`config.mk`:
```
export PLATFORM = sky130hd
export DESIGN_NAME = ddac_spi_front
export DESIGN_NICKNAME = d
export VERILOG_FILES = /design/src/rtl/ddac_pkg.sv /design/src/rtl/ddac_sync.sv /design/src/rtl/ddac_frame_rx.sv /design/src/rtl/ddac_regfile.sv /design/src/rtl/ddac_spi_front.sv
export SDC_FILE = /design/constraint.sdc
export NUM_CORES = 1
export LEC_CHECK = 0
export BUFFER_PORTS_ARGS = -buffer_cell sky130_fd_sc_hd__buf_2
export CAP_MARGIN = 30
export CORE_MARGIN = 2
export CORE_UTILIZATION = 36
export DETAILED_ROUTE_END_ITERATION = 10
export GPL_TIMING_DRIVEN = 0
export PLACE_DENSITY = 0.63
export SYNTH_ARGS = -nofsm -noshare
export SYNTH_HDL_FRONTEND = slang
export SYNTH_SLANG_ARGS = --single-unit
```
`constraint.sdc`:
```
create_clock -name clk -period 2.36 [get_ports clk]
set_clock_uncertainty 0.15 [all_clocks]
set_input_delay 0.472 -clock clk [delete_from_list [all_inputs] [get_ports clk]]
set_output_delay 0.472 -clock clk [all_outputs]
set_load 0.005 [all_outputs]
```
`src/rtl/ddac_pkg.sv`:
```
package ddac_pkg;

    localparam int FRAME_BITS = 16;
    localparam int CMD_BITS   = 4;
    localparam int FIELD_BITS = FRAME_BITS - CMD_BITS;
    localparam int NUM_CH     = 2;

    localparam logic [CMD_BITS-1:0] CMD_CTRL = 4'd13;

    typedef enum logic [2:0] {
        OP_NOP,
        OP_LOAD_UPD,
        OP_READ,
        OP_LOAD,
        OP_CTRL
    } op_e;

    typedef enum logic [1:0] {
        SDO_PUSH     = 2'b00,
        SDO_OPEN     = 2'b01,
        SDO_PUSH_ALT = 2'b10,
        SDO_OFF      = 2'b11
    } sdo_mode_e;

    typedef struct packed {
        logic [CMD_BITS-1:0]   cmd;
        logic [FIELD_BITS-1:0] field;
    } frame_t;

    typedef struct packed {
        op_e  op;
        logic ch;
    } dec_t;

    typedef struct packed {
        sdo_mode_e sdo_mode;
        logic      chain;
        logic      clr_mid;
        logic      samp_rise;
    } ctrl_t;

    // Channel commands come in groups of three per channel, starting at 1.
    function automatic dec_t decode_cmd(input logic [CMD_BITS-1:0] cmd);
        dec_t d;
        logic [CMD_BITS-1:0] k;
        d.op = OP_NOP;
        d.ch = 1'b0;
        k    = cmd - 4'd1;
        if (cmd == CMD_CTRL) begin
            d.op = OP_CTRL;
        end else if (cmd >= 4'd1 && cmd <= 4'd6) begin
            d.ch = (k >= 4'd3);
            if (k >= 4'd3) k = k - 4'd3;
            case (k)
                4'd0:    d.op = OP_LOAD_UPD;
                4'd1:    d.op = OP_READ;
                default: d.op = OP_LOAD;
            endcase
        end
        return d;
    endfunction

    function automatic ctrl_t unpack_ctrl(input logic [FIELD_BITS-1:0] f);
        ctrl_t c;
        c.sdo_mode  = sdo_mode_e'(f[11:10]);
        c.chain     = f[9];
        c.clr_mid   = f[8];
        c.samp_rise = f[7];
        return c;
    endfunction

endpackage

```
`src/rtl/ddac_sync.sv`:
```
module ddac_sync #(
    parameter int               WIDTH   = 1,
    parameter int               STAGES  = 2,
    parameter logic [WIDTH-1:0] RST_VAL = '0
) (
    input  logic             clk,
    input  logic             rst,
    input  logic [WIDTH-1:0] d,
    output logic [WIDTH-1:0] q
);

    logic [WIDTH-1:0] pipe [STAGES];

    always_ff @(posedge clk) begin
        if (rst) begin
            for (int i = 0; i < STAGES; i++) pipe[i] <= RST_VAL;
        end else begin
            pipe[0] <= d;
            for (int i = 1; i < STAGES; i++) pipe[i] <= pipe[i-1];
        end
    end

    assign q = pipe[STAGES-1];

endmodule

```
`src/rtl/ddac_frame_rx.sv`:
```
module ddac_frame_rx
    import ddac_pkg::*;
(
    input  logic                  clk,
    input  logic                  rst,
    input  logic                  sclk_s,
    input  logic                  cs_n_s,
    input  logic                  mosi_s,
    input  logic                  samp_rise,
    input  logic                  chain,
    input  sdo_mode_e             sdo_mode,
    input  logic                  rb_valid,
    input  logic [FRAME_BITS-1:0] rb_word,
    output logic                  frame_stb,
    output frame_t                frame_word,
    output logic                  rb_take,
    output logic                  sdo,
    output logic                  sdo_en
);

    localparam int CNT_W = $clog2(FRAME_BITS + 2);
    localparam logic [CNT_W-1:0] CNT_FULL = CNT_W'(FRAME_BITS);
    localparam logic [CNT_W-1:0] CNT_SAT  = CNT_W'(FRAME_BITS + 1);

    logic                  sclk_d;
    logic                  cs_d;
    logic [CNT_W-1:0]      cnt;
    logic [FRAME_BITS-1:0] sr;

    logic sclk_up, sclk_dn, samp_edge, cs_fall, cs_rise;

    assign sclk_up   = sclk_s & ~sclk_d;
    assign sclk_dn   = ~sclk_s & sclk_d;
    assign samp_edge = samp_rise ? sclk_up : sclk_dn;
    assign cs_fall   = cs_d & ~cs_n_s;
    assign cs_rise   = ~cs_d & cs_n_s;
    assign rb_take   = cs_fall;

    // One register both receives MOSI and presents SDO from its top bit.
    always_ff @(posedge clk) begin
        if (rst) begin
            sclk_d    <= 1'b0;
            cs_d      <= 1'b1;
            cnt       <= '0;
            sr        <= '0;
            frame_stb <= 1'b0;
        end else begin
            sclk_d    <= sclk_s;
            cs_d      <= cs_n_s;
            frame_stb <= cs_rise && (cnt == CNT_FULL);
            if (cs_fall) begin
                cnt <= '0;
                if (rb_valid)   sr <= rb_word;
                else if (!chain) sr <= '0;
            end else if (!cs_n_s && samp_edge) begin
                sr <= {sr[FRAME_BITS-2:0], mosi_s};
                if (cnt != CNT_SAT) cnt <= cnt + 1'b1;
            end
        end
    end

    assign frame_word = frame_t'(sr);

    always_comb begin
        sdo    = 1'b0;
        sdo_en = 1'b0;
        if (!cs_n_s) begin
            unique case (sdo_mode)
                SDO_PUSH, SDO_PUSH_ALT: begin sdo = sr[FRAME_BITS-1]; sdo_en = 1'b1; end
                SDO_OPEN:               begin sdo = 1'b0; sdo_en = ~sr[FRAME_BITS-1]; end
                default:                begin sdo = 1'b0; sdo_en = 1'b0; end
            endcase
        end
    end

    AST_RB_UPPER_ZERO: assert property (@(posedge clk) disable iff (rst)
        (cs_fall && rb_valid) |=> (sr[FRAME_BITS-1 -: CMD_BITS] == '0));

    AST_CNT_BOUND: assert property (@(posedge clk) disable iff (rst)
        (cnt == CNT_SAT) |=> (cnt == CNT_SAT || cnt == '0));

endmodule

```
`src/rtl/ddac_regfile.sv`:
```
module ddac_regfile
    import ddac_pkg::*;
#(
    parameter int RES = 12
) (
    input  logic                      clk,
    input  logic                      rst,
    input  logic                      clr_act,
    input  logic                      frame_stb,
    input  frame_t                    frame_word,
    input  logic                      rb_take,
    output ctrl_t                     ctrl_q,
    output logic [NUM_CH-1:0][RES-1:0] dac_q,
    output logic                      rb_valid,
    output logic [FRAME_BITS-1:0]     rb_word
);

    localparam int SHIFT = FIELD_BITS - RES;
    localparam logic [RES-1:0] MID_CODE = {1'b1, {(RES-1){1'b0}}};

    dec_t                  dec;
    logic [RES-1:0]        new_code;
    logic [RES-1:0]        clr_code;
    logic [RES-1:0]        in_arr [NUM_CH];
    logic                  rb_sel;
    logic [FIELD_BITS-1:0] rb_field;

    assign dec      = decode_cmd(frame_word.cmd);
    assign new_code = frame_word.field[FIELD_BITS-1 -: RES];
    assign clr_code = ctrl_q.clr_mid ? MID_CODE : '0;

    for (genvar g = 0; g < NUM_CH; g++) begin : g_ch
        logic [RES-1:0] in_r;
        logic [RES-1:0] dac_r;
        logic           hit;

        assign hit = frame_stb && (dec.ch == 1'(g));

        always_ff @(posedge clk) begin
            if (rst) begin
                in_r  <= '0;
                dac_r <= '0;
            end else if (clr_act) begin
                in_r  <= clr_code;
                dac_r <= clr_code;
            end else if (hit && dec.op == OP_LOAD_UPD) begin
                in_r  <= new_code;
                dac_r <= new_code;
            end else if (hit && dec.op == OP_LOAD) begin
                in_r  <= new_code;
            end
        end

        assign in_arr[g] = in_r;
        assign dac_q[g]  = dac_r;

        AST_CLEAR_HOLDS: assert property (@(posedge clk) disable iff (rst)
            clr_act |=> (dac_r == $past(clr_code) && in_r == $past(clr_code)));

        AST_LOAD_ONLY_KEEPS_DAC: assert property (@(posedge clk) disable iff (rst)
            (frame_stb && dec.op == OP_LOAD && !clr_act) |=> $stable(dac_r));
    end

    always_ff @(posedge clk) begin
        if (rst) begin
            ctrl_q <= '0;
        end else if (frame_stb && dec.op == OP_CTRL) begin
            ctrl_q <= unpack_ctrl(frame_word.field);
        end
    end

    always_ff @(posedge clk) begin
        if (rst) begin
            rb_valid <= 1'b0;
            rb_sel   <= 1'b0;
        end else if (frame_stb && dec.op == OP_READ) begin
            rb_valid <= 1'b1;
            rb_sel   <= dec.ch;
        end else if (rb_take) begin
            rb_valid <= 1'b0;
        end
    end

    assign rb_field = FIELD_BITS'(in_arr[rb_sel]) << SHIFT;
    assign rb_word  = {{CMD_BITS{1'b0}}, rb_field};

    AST_STAGE_CONSUMED: assert property (@(posedge clk) disable iff (rst)
        rb_take |=> !rb_valid);

endmodule

```
`src/rtl/ddac_spi_front.sv`:
```
module ddac_spi_front
    import ddac_pkg::*;
#(
    parameter int RES         = 12,
    parameter int SYNC_STAGES = 2
) (
    input  logic           clk,
    input  logic           rst,
    input  logic           clr_n,
    input  logic           sclk,
    input  logic           cs_n,
    input  logic           mosi,
    output logic           sdo,
    output logic           sdo_en,
    output logic [RES-1:0] dac0_code,
    output logic [RES-1:0] dac1_code
);

    logic [3:0]                 pins_s;
    logic                       clr_act;
    logic                       frame_stb;
    frame_t                     frame_word;
    logic                       rb_take;
    logic                       rb_valid;
    logic [FRAME_BITS-1:0]      rb_word;
    ctrl_t                      ctrl_q;
    logic [NUM_CH-1:0][RES-1:0] dac_q;

    ddac_sync #(
        .WIDTH   (4),
        .STAGES  (SYNC_STAGES),
        .RST_VAL (4'b1100)
    ) u_sync (
        .clk (clk),
        .rst (rst),
        .d   ({clr_n, cs_n, sclk, mosi}),
        .q   (pins_s)
    );

    assign clr_act = ~pins_s[3];

    ddac_frame_rx u_rx (
        .clk        (clk),
        .rst        (rst),
        .sclk_s     (pins_s[1]),
        .cs_n_s     (pins_s[2]),
        .mosi_s     (pins_s[0]),
        .samp_rise  (ctrl_q.samp_rise),
        .chain      (ctrl_q.chain),
        .sdo_mode   (ctrl_q.sdo_mode),
        .rb_valid   (rb_valid),
        .rb_word    (rb_word),
        .frame_stb  (frame_stb),
        .frame_word (frame_word),
        .rb_take    (rb_take),
        .sdo        (sdo),
        .sdo_en     (sdo_en)
    );

    ddac_regfile #(.RES(RES)) u_regs (
        .clk        (clk),
        .rst        (rst),
        .clr_act    (clr_act),
        .frame_stb  (frame_stb),
        .frame_word (frame_word),
        .rb_take    (rb_take),
        .ctrl_q     (ctrl_q),
        .dac_q      (dac_q),
        .rb_valid   (rb_valid),
        .rb_word    (rb_word)
    );

    assign dac0_code = dac_q[0];
    assign dac1_code = dac_q[1];

    AST_DAC_ONLY_ON_FRAME: assert property (@(posedge clk) disable iff (rst)
        (!frame_stb && !clr_act) |=> ($stable(dac0_code) && $stable(dac1_code)));

    AST_SDO_OFF: assert property (@(posedge clk) disable iff (rst)
        (ctrl_q.sdo_mode == SDO_OFF) |-> !sdo_en);

endmodule

```
==> results.md <==
* Hold Path Class: in2reg
* Final WS setup at -7.808 ps
* Post-synth EDFFs at 0
* Worst skew pair latency at about 350 ps
* Final ANT Viol Nets at 0
* Share of cells above drive strength 1 at 20.30%
* Warnings from Yosys at 0
* CTS root buf: clkbuf_8
* Max-Cap Viols at 0
* FF-to-FF End: u_regs.g_ch[1].dac_r[8]$_SDFFE_PP0P_
* Antenna violations before repair at 0
* Initial Utilization at between 30% and 40%
* Worst hold start: clr_n
* Max Root-Sink Buffers at 2
* Largest net degree at the start of global routing at 15
* Crit-path max FO at 5
* Ys flop type: dfxtp_1
* Commonest non-fill, non-tap cell in the layout: dfxtp_1
* Final Cycle Share at 100.3%
* RSZ-0062 raised after global routing: true
* Max-slew headroom at about half
* Syn avg cell area at roughly 9.5 sq um
* Port Buf Inserts at 30
* Final hold vios at 0
* Worst setup path class: reg2reg
* Synth Net Count at 425
* H-tree levels at 3
* Peak supply drop at roughly 0.0003 V
* Status: finished with violations
* Die ar. at 11660 sq um
* LEAKAGE at around 1.9 nW
* Ant diodes at 0
* Synth Cell Area at a little under 4000 sq um
* DP HPWL at between 6000 and 7000 microns
* Commonest cells after routing, fill and taps aside: dfxtp_1 (85), mux2i_1 (62), nand2_1 (60)
* Nets@finish at 481
* Met1 Use GR at ~22%
* GP Congestion at 0.8234
* RR Startpoint: u_rx.frame_word[13]$_SDFFE_PP0P_
* Core area at about 10000 sq um
* Critical path's most frequent cell: buf_6
* Clock sink count at 87
* DRC at 0
* First-pass GRT wire length at roughly 15000 microns
* Util after Layout at 44.50%
* Vias in the first global route at between 3000 and 4000
* Pins Over Slew Limit at 0
* Io pins at 32
* Critical Path AT at ~2500 ps
* Largest family of logic cells by synthesized area: simple AND/OR/NAND/NOR gates
* Crit-path cells: buf_6 > clkinvlp_4 > ha_4 > or3_4 > o31a_1 > nand4_1 > buf_6 > mux2i_1
* Post-Route WL at between 9000 and 10000 microns
* Vias per std cell at around 5
* Simple-gate share of the synthesized area at a little over a fifth
* Post-synthesis xor/xnor area fraction at roughly 1.5%
* Register-to-Register Path Depth at 8
* Sum of negative setup slack at -10.03 ps
* Vias at around 3100
* Worst Setup Start Kind: register
* Mux cell area share after synthesis at between 10% and 20%
* Final Setup Violations at 2
* Die width at 108 microns
* Data required time of the worst path at around 2500 ps
* Failing checks: setup timing
* PD cells at 592.6 nW/um^2
* Crit path time final at between 2000 and 2500 ps
* CTS Hold Bufs at 0
* FP Rows at 37
* Global Route met3 Usage at approximately 2.5%
* Worst hold slack at 148.0 ps
* Sequential area share after synthesis at between 40% and 50%
* CP Capture Type: register
* Num CTS Buffers at 9
* WHS Endpoint: u_sync.pipe[0][3]$_SDFF_PP1_
* GR Overflow Total at 0
* Synth-to-Final Area Change at 19.06%
* Complex-gate fraction of the synthesized area at 10.31%
* Synth async-reset ratio at 0%
* #FFs+latches synth at 87
* Gate Count Post-Synth at a little over 400
* Worst Max-Slew Pin Slew at 771.9 ps
* F_max at between 400 and 500 MHz
* TritonCTS clock tree: built
* Total Routing Usage GR at ~16%
* Hold path cells at 2
* Adder-cell share of the synthesized area at 2.249%
* Internal reg-to-reg setup slack at -8 ps
* Post-synth cell types at 50
* Slowest CP cell: or3_4
* First-pass detailed-route iteration total at 4
* Grt met2 use at a little over a quarter
* GRT busiest layer: met2
* Slowest cell delay on critical path at 380 ps
* Die outline height at ~110 microns
* Reg clk slew, reported paths at 90 ps
* Wire per inst at about 15 microns
* Detailed router's first-iteration violation count at about 240
## registers in the layout, indices dropped and copies added, names as in the netlist
name               count
u_regs.rb_sel          1
u_sync.pipe            8
u_rx.frame_word       16
u_rx.cs_d              1
u_rx.frame_stb         1
u_regs.rb_valid        1
u_rx.sclk_d            1
u_rx.cnt               5
u_regs.g_ch.in_r      24
u_regs.g_ch.dac_r     24
u_regs.ctrl_q          5
## cells in the mapped netlist (3+ instances only)
| cell type | count | share of area, % |
|---|---|---|
| a211oi_1 | 3 | 0.58 |
| a21oi_1 | 9 | 1.2 |
| a221oi_1 | 12 | 2.7 |
| a31oi_1 | 4 | 0.64 |
| and3_1 | 3 | 0.48 |
| buf_2 | 6 | 0.77 |
| clkbuf_1 | 19 | 1.8 |
| dfxtp_1 | 87 | 45 |
| ha_1 | 7 | 2.2 |
| inv_1 | 6 | 0.58 |
| mux2i_1 | 62 | 16 |
| nand2_1 | 60 | 5.8 |
| nand2b_1 | 6 | 0.96 |
| nand3_1 | 7 | 0.90 |
| nand3b_1 | 4 | 0.77 |
| nand4_1 | 5 | 0.80 |
| nor2_1 | 27 | 2.6 |
| nor2b_1 | 9 | 1.4 |
| nor3_1 | 26 | 3.3 |
| o21ai_0 | 4 | 0.51 |
| or2_2 | 6 | 0.96 |
| xnor2_1 | 4 | 0.90 |
## final cells by class
type                       count  area [sq um]
tap                          136         170.2
timing repair buffer          46         277.8
sequential                    87          1744
multi-input combinational    289          2038
buffer                        29         166.4
clock buffer                  11         131.4
clock inverter                 5         81.33
fill                        1012          5781
inverter                       6         26.28
## worst max-delay path: cells and delay by family (launching register included)
| family | cells | cell delay [ps] |
|---|---|---|
| flops | 1 | 340 |
| compound gates | 1 | 350 |
| fa+ha+maj | 1 | 210 |
| buf+inv | 3 | 440 |
| simple gates | 2 | 610 |
| mux | 1 | 200 |
## routing by layer
| metal | vias up | wire (microns) | share of wire [%] |
|---|---|---|---|
| met5 | - | 0 | 0 |
| met4 | 0 | 126 | 1.4 |
| met3 | 11 | 361 | 4.0 |
| met2 | 64 | 4322 | 48 |
| met1 | 1492 | 4225 | 47 |
| li1 | 1559 | - | - |
## timing repair
item	CTS	global route
gates cloned	1	0
resized for setup	13	9
endpoints found under the setup margin	45	42
pin swaps	3	3
buffers inserted	5	10
## stage by stage
stage | cell area, sq um | power, mW | std cells | setup slack [ps]
floorplan | 3905 | 1.611 | 412 | 14.63
global placement | 4225 | 1.646 | 578 | -235.0
detailed placement | 4225 | 1.647 | 578 | -279.1
CTS | 4518 | 2.766 | 599 | 6.307
global route | 4636 | 2.848 | 609 | -87.34
finish | 4636 | 2.747 | 609 | -7.808
## worst max-delay path by stage
| stage | start | endpoint | slack (ps) |
|---|---|---|---|
| 5_1_grt | u_rx.frame_word[13]$_SDFFE_PP0P_ | u_regs.g_ch[1].dac_r[5]$_SDFFE_PP0P_ | -90 |
| 3_5_place_dp | u_rx.frame_word[12]$_SDFFE_PP0P_ | u_regs.g_ch[0].dac_r[10]$_SDFFE_PP0P_ | -280 |
| 3_3_place_gp | u_rx.frame_word[12]$_SDFFE_PP0P_ | u_regs.g_ch[0].dac_r[7]$_SDFFE_PP0P_ | -240 |
| 4_1_cts | u_rx.frame_word[13]$_SDFFE_PP0P_ | u_regs.g_ch[1].dac_r[8]$_SDFFE_PP0P_ | 6 |
| 2_1_floorplan | u_rx.frame_word[12]$_SDFFE_PP0P_ | u_regs.g_ch[0].dac_r[10]$_SDFFE_PP0P_ | 10 |
| 6_report | u_rx.frame_word[13]$_SDFFE_PP0P_ | u_regs.g_ch[1].dac_r[8]$_SDFFE_PP0P_ | -8 |
## where the power goes
group,switching (mW),internal (mW)
Combinational,0.0713,0.0374
Clock,0.534,0.600
Sequential,0.0175,1.49
Total,0.623,2.12
## cells by family after synthesis
family / Yosys count
buf+inv: 36
compound gates: 49
simple gates: 166
fa+ha+maj: 7
xor+xnor: 5
mux: 62
flops: 87
Note: power is estimated with default switching activity, not from simulation.
